==> config.mk <==
export PLATFORM = sky130hd
export DESIGN_NAME = oo_issue_sched
export DESIGN_NICKNAME = d
export VERILOG_FILES = /design/src/rtl/sched_pkg.sv /design/src/rtl/sched_slot.sv /design/src/rtl/sched_age_track.sv /design/src/rtl/sched_oldest_pick.sv /design/src/rtl/sched_rr_pick.sv /design/src/rtl/oo_issue_sched.sv
export SDC_FILE = /design/constraint.sdc
export NUM_CORES = 1
export LEC_CHECK = 0
export BUFFER_PORTS_ARGS = -buffer_cell sky130_fd_sc_hd__buf_4
export CELL_PAD_IN_SITES_DETAIL_PLACEMENT = 1
export CELL_PAD_IN_SITES_GLOBAL_PLACEMENT = 2
export CORE_ASPECT_RATIO = 1.25
export CORE_MARGIN = 2
export CORE_UTILIZATION = 45
export CTS_CLUSTER_DIAMETER = 80
export CTS_CLUSTER_SIZE = 8
export DETAILED_ROUTE_END_ITERATION = 12
export PLACE_DENSITY_LB_ADDON = 0.05
export SETUP_SLACK_MARGIN = 0.2
export SKIP_LAST_GASP = 1
export SLEW_MARGIN = 15
export SYNTH_ARGS = -nofsm -noshare
export SYNTH_HDL_FRONTEND = slang
export SYNTH_SLANG_ARGS = --single-unit
==> constraint.sdc <==
create_clock -name clk -period 6.11 [get_ports clk]
set_input_delay 0.3055 -clock clk [delete_from_list [all_inputs] [get_ports clk]]
set_output_delay 0.3055 -clock clk [all_outputs]
set_load 0.05 [all_outputs]
==> src/rtl/sched_pkg.sv <==
package sched_pkg;
  typedef enum logic [1:0] {
    SL_FREE   = 2'd0,
    SL_WAIT   = 2'd1,
    SL_READY  = 2'd2,
    SL_ISSUED = 2'd3
  } slot_state_e;
endpackage

==> src/rtl/sched_slot.sv <==
module sched_slot import sched_pkg::*; #(
  parameter int NSRC   = 2,
  parameter int TAGW   = 6,
  parameter int NPIPES = 4,
  parameter int LATW   = 4
) (
  input  logic                   clk,
  input  logic                   rst_n,
  input  logic                   alloc_i,
  input  logic [TAGW-1:0]        d_tag_i,
  input  logic [NSRC*TAGW-1:0]   d_src_tag_i,
  input  logic [NSRC-1:0]        d_src_rdy_i,
  input  logic [NPIPES-1:0]      d_mask_i,
  input  logic [LATW-1:0]        d_lat_i,
  input  logic                   wk_valid_i,
  input  logic [TAGW-1:0]        wk_tag_i,
  input  logic                   issue_i,
  input  logic                   wb_i,
  output slot_state_e            state_o,
  output logic [TAGW-1:0]        tag_o,
  output logic [NPIPES-1:0]      mask_o,
  output logic                   done_o
);
  slot_state_e           state_q;
  logic [NSRC*TAGW-1:0]  src_tag_q;
  logic [NSRC-1:0]       ok_q, hit_held, hit_new, ok_held, ok_new;
  logic [LATW-1:0]       lat_q, cnt_q;

  // tag compare for operands already held and for the incoming item
  always_comb begin
    for (int k = 0; k < NSRC; k++) begin
      hit_held[k] = wk_valid_i && (wk_tag_i == src_tag_q[k*TAGW +: TAGW]);
      hit_new[k]  = wk_valid_i && (wk_tag_i == d_src_tag_i[k*TAGW +: TAGW]);
    end
    ok_held = ok_q | hit_held;
    ok_new  = d_src_rdy_i | hit_new;
  end

  always_ff @(posedge clk or negedge rst_n) begin
    if (!rst_n) begin
      state_q <= SL_FREE;
      ok_q    <= '0;
      cnt_q   <= '0;
    end else begin
      unique case (state_q)
        SL_FREE: if (alloc_i) begin
          tag_o     <= d_tag_i;
          src_tag_q <= d_src_tag_i;
          mask_o    <= d_mask_i;
          lat_q     <= d_lat_i;
          ok_q      <= ok_new;
          state_q   <= (&ok_new) ? SL_READY : SL_WAIT;
        end
        SL_WAIT: begin
          ok_q <= ok_held;
          if (&ok_held) state_q <= SL_READY;
        end
        SL_READY: if (issue_i) begin
          state_q <= SL_ISSUED;
          cnt_q   <= (lat_q == '0) ? LATW'(1) : lat_q;
        end
        SL_ISSUED: begin
          if (wb_i)                     state_q <= SL_FREE;
          else if (cnt_q > LATW'(1))    cnt_q   <= cnt_q - LATW'(1);
        end
        default: state_q <= SL_FREE;
      endcase
    end
  end

  assign state_o = state_q;
  assign done_o  = (state_q == SL_ISSUED) && (cnt_q <= LATW'(1));
endmodule

==> src/rtl/sched_age_track.sv <==
module sched_age_track #(
  parameter int N = 8
) (
  input  logic                  clk,
  input  logic                  rst_n,
  input  logic [N-1:0]          alloc_i,
  output logic [N-1:0][N-1:0]   older_o
);
  // older_o[i][j] set: slot i was filled before slot j
  always_ff @(posedge clk or negedge rst_n) begin
    if (!rst_n) begin
      older_o <= '0;
    end else begin
      for (int i = 0; i < N; i++) begin
        for (int j = 0; j < N; j++) begin
          if (alloc_i[i])                older_o[i][j] <= 1'b0;
          else if (alloc_i[j] && i != j) older_o[i][j] <= 1'b1;
        end
      end
    end
  end
endmodule

==> src/rtl/sched_oldest_pick.sv <==
module sched_oldest_pick #(
  parameter int N = 8
) (
  input  logic [N-1:0]          req_i,
  input  logic [N-1:0][N-1:0]   older_i,
  output logic [N-1:0]          grant_o
);
  for (genvar i = 0; i < N; i++) begin : g_col
    logic [N-1:0] beaten;
    always_comb begin
      for (int j = 0; j < N; j++) beaten[j] = req_i[j] && older_i[j][i];
    end
    assign grant_o[i] = req_i[i] && !(|beaten);
  end
endmodule

==> src/rtl/sched_rr_pick.sv <==
module sched_rr_pick #(
  parameter int N = 4
) (
  input  logic          clk,
  input  logic          rst_n,
  input  logic [N-1:0]  avail_i,
  output logic [N-1:0]  grant_o
);
  localparam int PW = (N > 1) ? $clog2(N) : 1;

  logic [PW-1:0] ptr_q, gidx;
  logic          found;

  always_comb begin
    int idx;
    grant_o = '0;
    gidx    = ptr_q;
    found   = 1'b0;
    for (int k = 0; k < N; k++) begin
      idx = int'(ptr_q) + k;
      if (idx >= N) idx = idx - N;
      if (!found && avail_i[idx]) begin
        found        = 1'b1;
        grant_o[idx] = 1'b1;
        gidx         = PW'(idx);
      end
    end
  end

  always_ff @(posedge clk or negedge rst_n) begin
    if (!rst_n)     ptr_q <= '0;
    else if (found) ptr_q <= (gidx == PW'(N-1)) ? '0 : gidx + PW'(1);
  end
endmodule

==> src/rtl/oo_issue_sched.sv <==
module oo_issue_sched import sched_pkg::*; #(
  parameter int ENTRIES = 8,
  parameter int NPIPES  = 4,
  parameter int NSRC    = 2,
  parameter int TAGW    = 6,
  parameter int LATW    = 4
) (
  input  logic                  clk,
  input  logic                  rst_n,
  input  logic                  disp_valid,
  output logic                  disp_ready,
  input  logic [TAGW-1:0]       disp_tag,
  input  logic [NSRC*TAGW-1:0]  disp_src_tag,
  input  logic [NSRC-1:0]       disp_src_rdy,
  input  logic [NPIPES-1:0]     disp_mask,
  input  logic [LATW-1:0]       disp_lat,
  input  logic                  wk_valid,
  input  logic [TAGW-1:0]       wk_tag,
  input  logic [NPIPES-1:0]     pipe_busy,
  output logic                  iss_valid,
  output logic [NPIPES-1:0]     iss_pipe,
  output logic [TAGW-1:0]       iss_tag,
  output logic                  wb_valid,
  output logic [TAGW-1:0]       wb_tag
);
  slot_state_e                   st_a   [ENTRIES];
  logic [TAGW-1:0]               tag_a  [ENTRIES];
  logic [NPIPES-1:0]             mask_a [ENTRIES];
  logic [ENTRIES-1:0]            free_v, first_free, alloc, elig, done, igrant, wgrant;
  logic [ENTRIES-1:0][ENTRIES-1:0] older;
  logic [NPIPES-1:0]             win_mask;
  logic                          fire;

  always_comb begin
    for (int i = 0; i < ENTRIES; i++) begin
      free_v[i] = (st_a[i] == SL_FREE);
      elig[i]   = (st_a[i] == SL_READY) && (|(mask_a[i] & ~pipe_busy));
    end
  end

  assign disp_ready = |free_v;
  assign fire       = disp_valid && disp_ready;
  assign first_free = free_v & (~free_v + ENTRIES'(1));
  assign alloc      = fire ? first_free : '0;

  for (genvar i = 0; i < ENTRIES; i++) begin : g_slot
    sched_slot #(.NSRC(NSRC), .TAGW(TAGW), .NPIPES(NPIPES), .LATW(LATW)) u_slot (
      .clk         (clk),
      .rst_n       (rst_n),
      .alloc_i     (alloc[i]),
      .d_tag_i     (disp_tag),
      .d_src_tag_i (disp_src_tag),
      .d_src_rdy_i (disp_src_rdy),
      .d_mask_i    (disp_mask),
      .d_lat_i     (disp_lat),
      .wk_valid_i  (wk_valid),
      .wk_tag_i    (wk_tag),
      .issue_i     (igrant[i]),
      .wb_i        (wgrant[i]),
      .state_o     (st_a[i]),
      .tag_o       (tag_a[i]),
      .mask_o      (mask_a[i]),
      .done_o      (done[i])
    );
  end

  sched_age_track #(.N(ENTRIES)) u_age (
    .clk     (clk),
    .rst_n   (rst_n),
    .alloc_i (alloc),
    .older_o (older)
  );

  sched_oldest_pick #(.N(ENTRIES)) u_iss_pick (
    .req_i   (elig),
    .older_i (older),
    .grant_o (igrant)
  );

  sched_oldest_pick #(.N(ENTRIES)) u_wb_pick (
    .req_i   (done),
    .older_i (older),
    .grant_o (wgrant)
  );

  always_comb begin
    win_mask = '0;
    iss_tag  = '0;
    wb_tag   = '0;
    for (int i = 0; i < ENTRIES; i++) begin
      if (igrant[i]) begin
        win_mask = win_mask | mask_a[i];
        iss_tag  = iss_tag | tag_a[i];
      end
      if (wgrant[i]) wb_tag = wb_tag | tag_a[i];
    end
  end

  sched_rr_pick #(.N(NPIPES)) u_rr (
    .clk     (clk),
    .rst_n   (rst_n),
    .avail_i (win_mask & ~pipe_busy),
    .grant_o (iss_pipe)
  );

  assign iss_valid = |igrant;
  assign wb_valid  = |wgrant;
endmodule

==> results of run 1 <==
registers in the layout, summed over array words and instances, names as in the netlist:
name                     cells
g_slot.u_slot.tag_o         48
g_slot.u_slot.cnt_q         32
u_age.older_o               56
u_rr.ptr_q                   2
g_slot.u_slot.src_tag_q     96
g_slot.u_slot.state_o       16
g_slot.u_slot.ok_q          16
g_slot.u_slot.lat_q         32
g_slot.u_slot.mask_o        32
power breakdown:
group / total (mW) / switching [mW] / internal (mW)
combinational: 3.22 / 2.09 / 1.13
sequential: 3.30 / 0.450 / 2.85
clock: 2.42 / 0.963 / 1.46
total: 8.95 / 3.51 / 5.44
metrics by stage:
stage | power (mW) | hold WS [ns] | setup WS [ns] | utilization
finish | 8.95 | 0.0188 | 0.687 | 0.523
detailed placement | 6.53 | 0.296 | 1.30 | 0.483
floorplan | 5.41 | 0.00991 | 1.82 | -
global placement | 6.44 | 0.288 | 1.40 | 0.483
CTS | 9.00 | 0.00288 | 0.677 | 0.523
global route | 9.46 | 0.0147 | 0.398 | 0.523
worst min path at each step:
| stage | start | to | slack (ns) | cells past startpoint |
|---|---|---|---|---|
| floorplan | rst_n | g_slot[0].u_slot.cnt_q[0] | 0.01 | 0 |
| CTS | disp_mask[0] | g_slot[0].u_slot.mask_o[0] | 0.003 | 1 |
| global placement | rst_n | g_slot[5].u_slot.cnt_q[1] | 0.29 | 1 |
| finish | disp_src_tag[7] | g_slot[1].u_slot.src_tag_q[7] | 0.02 | 1 |
| detailed placement | rst_n | g_slot[6].u_slot.cnt_q[0] | 0.30 | 1 |
| global route | disp_src_tag[7] | g_slot[1].u_slot.src_tag_q[7] | 0.01 | 1 |
cell usage after synthesis (all sizes together), types with 4 or more instances:
master / number
nor3b: 4
a32oi: 7
nand2: 111
buf: 13
nor3: 20
or2: 6
o22a: 10
and4: 8
and3: 6
nand4: 31
edfxtp: 208
a221oi: 12
a31oi: 5
o31ai: 4
nand3: 14
o22ai: 8
a41oi: 38
or3: 8
o311ai: 5
a22oi: 82
o21ai: 71
nand3b: 4
nor2: 145
dfrtp: 122
o221ai: 5
and2: 11
mux2i: 13
a21oi: 64
nor2b: 10
ha: 56
nor4: 21
inv: 64
o41ai: 8
a22o: 9
clkbuf: 52
nand2b: 45
nor4b: 4
xor2: 56
a2111oi: 6
xnor2: 55
kinds of logic (layout without fill, tap and decap cells):
group	count (synthesis)	count (layout)	synth area share
compound gates	347	347	0.152
buf+inv	130	246	0.0304
fa+ha+maj	56	56	0.0426
mux	17	17	0.0127
flops	330	330	0.565
xor+xnor	111	111	0.0595
simple gates	458	458	0.137
timing repair:
action / CTS / global route
hold buffers: 10 / 0
endpoints found under the hold margin: 108 / 0
buffers inserted: 0 / 0
final cells by class:
class,count,share of cell area
Clock buffer,82,0.0701
Clock inverter,3,0.00178
Inverter,65,0.0129
Multi-Input combinational cell,989,0.353
Sequential cell,330,0.491
Tap cell,480,0.0317
Timing Repair Buffer,96,0.0396
per-layer routing:
| metal | vias to the layer above | routed length (µm) | global-route usage |
|---|---|---|---|
| li1 | 5553 | - | - |
| met4 | 0 | 2340 | 0.125 |
| met1 | 6265 | 21900 | 0.350 |
| met5 | - | 0 | 0 |
| met3 | 140 | 2190 | 0.0357 |
| met2 | 371 | 26800 | 0.500 |
layout by cell type, fill, tap and decap left out, drive strengths merged, types with 21 or more instances in the layout:
cell type and count:
nand2b 45, inv 65, clkbuf 82, o21ai 71, ha 56, nor2 145, buf 86, a22oi 82
a41oi 38, nor4 21, nand2 111, xnor2 55, a21oi 64, edfxtp 208, xor2 56, dfrtp 122
nand4 31
==> results.py, run 1 <==
metrics = {
    "critical_path": {
        "reg2reg_from": "g_slot[0].u_slot.state_o[0]",
        "path_cells": "inv_1 > ha_1 > inv_1 > a41oi_2 > a2111oi_0 > and4b_1 > a22oi_1 > a41oi_2 > or3b_1 > a2111oi_2 > or2_2 > a22oi_1 > o21ai_0 > buf_4",
        "crit_fanout": 13,
        "start_kind": "flop",
        "ff2ff_path_depth": 14,
        "required_ns": 5.80,
        "r2r_slack_ns": 1.49,
        "worstSetupEndpoint": "iss_pipe[1]",
        "crit_slowest_cell": "and4b_1",
        "path_depth": 14,
        "crit_path_end_kind": "primary output",
        "worstPathArrival_ns": 5.12,
        "crit_type": "flop to primary output",
        "slowest_delay_ns": 0.75,
        "reg2reg_to": "u_rr.ptr_q[1]",
        "crit_path_start": "g_slot[0].u_slot.state_o[0]",
        "path_buf_inv": 3,
        "cp_top_family": "compound AO/OA/AOI/OAI gates",
    },
    "global_routing": {
        "grt_pass1_vias": 13200,
        "grt_max_degree": 51,
        "antenna_found_initial": 0,
        "grt_pass1_wl_um": 81100,
        "track_usage": 0.284,
        "overflow": 0,
    },
    "clock_tree": {
        "clk_pin_slew_worst_paths_ns": 0.05,
        "clock-sinks": 330,
        "cts_root_buffer": "clkbuf_16",
        "clk_latency_ns": 0.56,
        "cts.htree.levels": 2,
        "ctsLongestPathBuffers": 3,
        "cts_inserted_buffers": 47,
        "cts_resized": 0,
        "tritoncts": "built",
    },
    "layout": {
        "seq_area_mm2": 0.00930,
        "drive_above_1_share": 0.110,
        "areaGrowthSynthToFinish_pct": 15.2,
        "fin_cells": 2045,
        "fillers": 3778,
        "diodes": 0,
        "multi_input_area_mm2": 0.00669,
        "finalInstanceArea_mm2": 0.0189,
        "fin_nets": 1627,
    },
    "logic_synthesis": {
        "ys_seq_area_frac": 0.565,
        "synth_top_area_frac": 0.380,
        "syn-cell-area_mm2": 0.0165,
        "synth_area_per_cell_um2": 11.4,
        "synth.distinct_cells": 69,
        "async_reset_ff_frac": 0.370,
        "synth_area_leader_cell": "edfxtp_1",
        "synth_area_leaders": "edfxtp_1 (38%), dfrtp_1 (19%), ha_1 (4.3%)",
        "syn_nets": 1547,
        "synth_seq_cells": 330,
        "synth_ff_type": "edfxtp_1",
        "synthCells": 1449,
        "ys_warn_count": 0,
        "synth_edf_count": 208,
    },
    "timing": {
        "worst_pin_slew_ns": 1.21,
        "slew_violations": 0,
        "slew_headroom": 0.191,
        "post-route-period-util": 0.888,
        "fmax_ghz": 0.184,
        "setup_viol": 0,
        "report.final.hold_viol_count": 0,
        "clock-skew-final_ns": 0.0226,
        "tns_ns": 0,
        "rsz0062_at_grt": "false",
        "period_needed_ns": 5.42,
    },
    "detailed_routing": {
        "vias_per_cell": 6.03,
        "wire_per_inst_um": 26.0,
        "totalWireLength_um": 53200,
        "firstDrtPassIters": 5,
        "vias": 12300,
        "drtAntennaViolNets": 0,
        "initialDrtViolationCount": 863,
        "drc": 0,
    },
    "place": {
        "globalplace.congestion": 0.953,
        "portBuffers": 60,
        "place_hpwl_um": 37700,
        "place_area_mm2": 0.0175,
        "dp_cells": 1950,
    },
    "worst_hold_path": {
        "hold_path_class": "primary input to flop",
    },
    "pwr": {
        "power.leakage_nw": 6.89,
        "ir_drop_uv": 329,
        "pwr_density_cell_mw_per_mm2": 472,
    },
    "floorplan": {
        "die_h_um": 218,
        "dieArea_mm2": 0.0381,
        "core-area_mm2": 0.0362,
        "num_io_pins": 61,
        "start_util": 0.454,
        "die_w_um": 175,
        "rows": 78,
    },
    "outcome": {
        "outcome": "finished clean",
    },
    "flow_run": {
        "drv_cap": 0,
    },
}
Note: power is estimated with default switching activity, not from simulation.
==> run 2, diff against run 1 <==
--- a/config.mk
+++ b/config.mk
@@ -14,7 +14,7 @@
 export CTS_CLUSTER_DIAMETER = 80
 export CTS_CLUSTER_SIZE = 8
 export DETAILED_ROUTE_END_ITERATION = 12
-export PLACE_DENSITY_LB_ADDON = 0.05
+export PLACE_DENSITY_LB_ADDON = 0.1
 export SETUP_SLACK_MARGIN = 0.2
 export SKIP_LAST_GASP = 1
 export SLEW_MARGIN = 15
==> run 2 against run 1 <==
  * Non-clock buffer count unchanged
  * Critical path depth unchanged
  * Combinational power about the same
  * Via count up 0.68%
  * Sequential cell count unchanged
  * Setup slack better by 0.0097 ns
  * First-iteration DRC count up 13%
  * Die area unchanged
  * Hold slack better by 0.0037 ns
==> results.py, run 2 (synthesis results as in run 1) <==
metrics = {
    "outcome": {
        "outcome": "finished clean",
    },
    "detailed_routing": {
        "drtAntennaViolNets": 0,
        "totalWireLength_um": 53400,
        "initialDrtViolationCount": 978,
        "vias_per_cell": 6.07,
        "firstDrtPassIters": 5,
        "drc": 0,
        "wire_per_inst_um": 26.1,
        "vias": 12400,
    },
    "global_routing": {
        "met3_usage": 0.0361,
        "grt_max_degree": 63,
        "grt_use_met1": 0.362,
        "overflow": 0,
        "top_usage_layer": "met2",
        "met2_usage": 0.489,
        "antenna_found_initial": 0,
        "grt_pass1_vias": 13200,
        "grt_pass1_wl_um": 81400,
        "track_usage": 0.283,
    },
    "timing": {
        "clock-skew-final_ns": 0.0333,
        "tns_ns": 0,
        "rsz0062_at_grt": "false",
        "fmax_ghz": 0.185,
        "setup_viol": 0,
        "period_needed_ns": 5.41,
        "worst_pin_slew_ns": 0.991,
        "slew_headroom": 0.339,
        "hold_ws_ns": 0.0225,
        "slew_violations": 0,
        "post-route-period-util": 0.886,
        "report.final.hold_viol_count": 0,
    },
    "layout": {
        "diodes": 0,
        "largestRegisters": "g_slot.u_slot.src_tag_q: 96 flops, u_age.older_o: 56 flops, g_slot.u_slot.tag_o: 48 flops",
        "largest_register_ffs": 96,
        "drive_above_1_share": 0.109,
        "largest-register": "g_slot.u_slot.src_tag_q",
        "layout_common_cells": "edfxtp_1 (208), nor2_1 (145), dfrtp_1 (122)",
        "fin_nets": 1627,
        "areaGrowthSynthToFinish_pct": 15.3,
        "mostFrequentLayoutCell": "edfxtp_1",
    },
    "clock_tree": {
        "clk_pin_slew_worst_paths_ns": 0.05,
        "tritoncts": "built",
        "ctsLongestPathBuffers": 3,
        "clock-sinks": 330,
        "cts_root_buffer": "clkbuf_16",
        "cts_inserted_buffers": 47,
        "clk_latency_ns": 0.57,
        "cts.htree.levels": 2,
    },
    "critical_path": {
        "crit_path_end_kind": "primary output",
        "worstPathArrival_ns": 5.11,
        "required_ns": 5.80,
        "ff2ff_path_depth": 14,
        "start_kind": "flop",
        "crit_fanout": 13,
        "crit_type": "flop to primary output",
    },
    "pwr": {
        "p_seq_frac": 0.368,
        "p_comb_frac": 0.359,
        "p_switching_mw": 3.53,
        "pwr_density_cell_mw_per_mm2": 474,
        "pwr-share-clk": 0.273,
        "ir_drop_uv": 334,
        "power.leakage_nw": 6.90,
        "sw_frac_of_total": 0.392,
        "intPower_mw": 5.46,
    },
    "place": {
        "place_hpwl_um": 37100,
        "globalplace.congestion": 0.967,
        "portBuffers": 60,
    },
    "flow_run": {
        "drv_cap": 0,
    },
    "floorplan": {
        "die_h_um": 218,
        "start_util": 0.454,
        "num_io_pins": 61,
        "rows": 78,
        "dieArea_mm2": 0.0381,
        "core-area_mm2": 0.0362,
        "die_w_um": 175,
    },
    "worst_hold_path": {
        "hold-path-cell-count": 1,
        "hold_path_class": "primary input to flop",
    },
}
==> run 2: cell types whose count changed in the layout (fill, tap and decap cells not counted) <==
cell | before | now
buf_4 | 85 | 84
clkbuf_16 | 48 | 49
clkinv_8 | 1 | 0
dlygate4sd3_1 | 10 | 11
inv_16 | 0 | 1
inv_6 | 1 | 0
nor3b_2 | 1 | 2
nor3b_4 | 1 | 0
==> run 2: metrics by stage <==
| stage | instances | setup WS, ns | total power, mW | instance area [µm²] | utilization |
|---|---|---|---|---|---|
| after global routing | 2045 | 0.414 | 9.49 | 19000 | 0.524 |
| after detailed placement | 1949 | 1.33 | 6.53 | 17500 | 0.483 |
| after global placement | 1949 | 1.55 | 6.43 | 17500 | 0.483 |
| final | 2045 | 0.697 | 8.99 | 19000 | 0.524 |
| after floorplan | 1449 | 1.82 | 5.41 | 16500 | - |
| after CTS | 2045 | 0.748 | 9.02 | 19000 | 0.524 |
==> run 2: power by group through the flow <==
stage	Sequential (mW)	Combinational, mW	Clock (mW)
6_report	3.31	3.23	2.46
3_5_place_dp	3.32	3.20	0
5_1_grt	3.35	3.55	2.58
4_1_cts	3.30	3.23	2.50
3_3_place_gp	3.32	3.11	0
2_1_floorplan	3.14	2.26	0
==> run 2: path summary, 6_finish.rpt <==
check                                       startpoint                       endpoint  slack [ns]
max reg2reg                g_slot[0].u_slot.state_o[0]                  u_rr.ptr_q[1]        1.51
min                                    disp_src_tag[0]  g_slot[1].u_slot.src_tag_q[0]        0.02
min reg2reg                          u_age.older_o[11]              u_age.older_o[11]        0.53
min in group asynchronous                        rst_n      g_slot[7].u_slot.cnt_q[0]        0.25
max in group asynchronous                        rst_n              u_age.older_o[20]        4.67
max                        g_slot[0].u_slot.state_o[0]                    iss_pipe[0]        0.70
==> run 2: final cells by class <==
| type | instances | area (µm²) |
|---|---|---|
| tap | 480 | 601 |
| clock buffer | 83 | 1350 |
| clock inverter | 2 | 28.8 |
| sequential | 330 | 9300 |
| fill | 3787 | 17200 |
| inverter | 65 | 244 |
| timing repair buffer | 96 | 752 |
| multi-input combinational | 989 | 6690 |
==> run 2: layer usage <==
layer  routed length, µm  vias to the layer above  part of all wire
li1                    -                     5547                 -
met4                1900                        0             0.036
met2               26700                      435              0.50
met5                   0                        -                 0
met1               22000                     6323              0.41
met3                2810                      108             0.053
==> run 2: critical path, cell delays in order, from the launching register on <==
cell	delay (ns)
dfrtp_1	0.40
inv_1	0.08
ha_1	0.25
inv_1	0.16
a41oi_2	0.11
a2111oi_0	0.50
and4b_1	0.77
a22oi_1	0.24
a41oi_2	0.50
or3b_1	0.42
a2111oi_2	0.44
or2_2	0.26
a22oi_1	0.10
o21ai_0	0.09
buf_4	0.22
==> run 2: repair_timing <==
item / CTS / global route
hold buffers: 11 / 0
resized for setup: 0 / 0
endpoints found under the hold margin: 119 / 0
setup buffers: 0 / 0
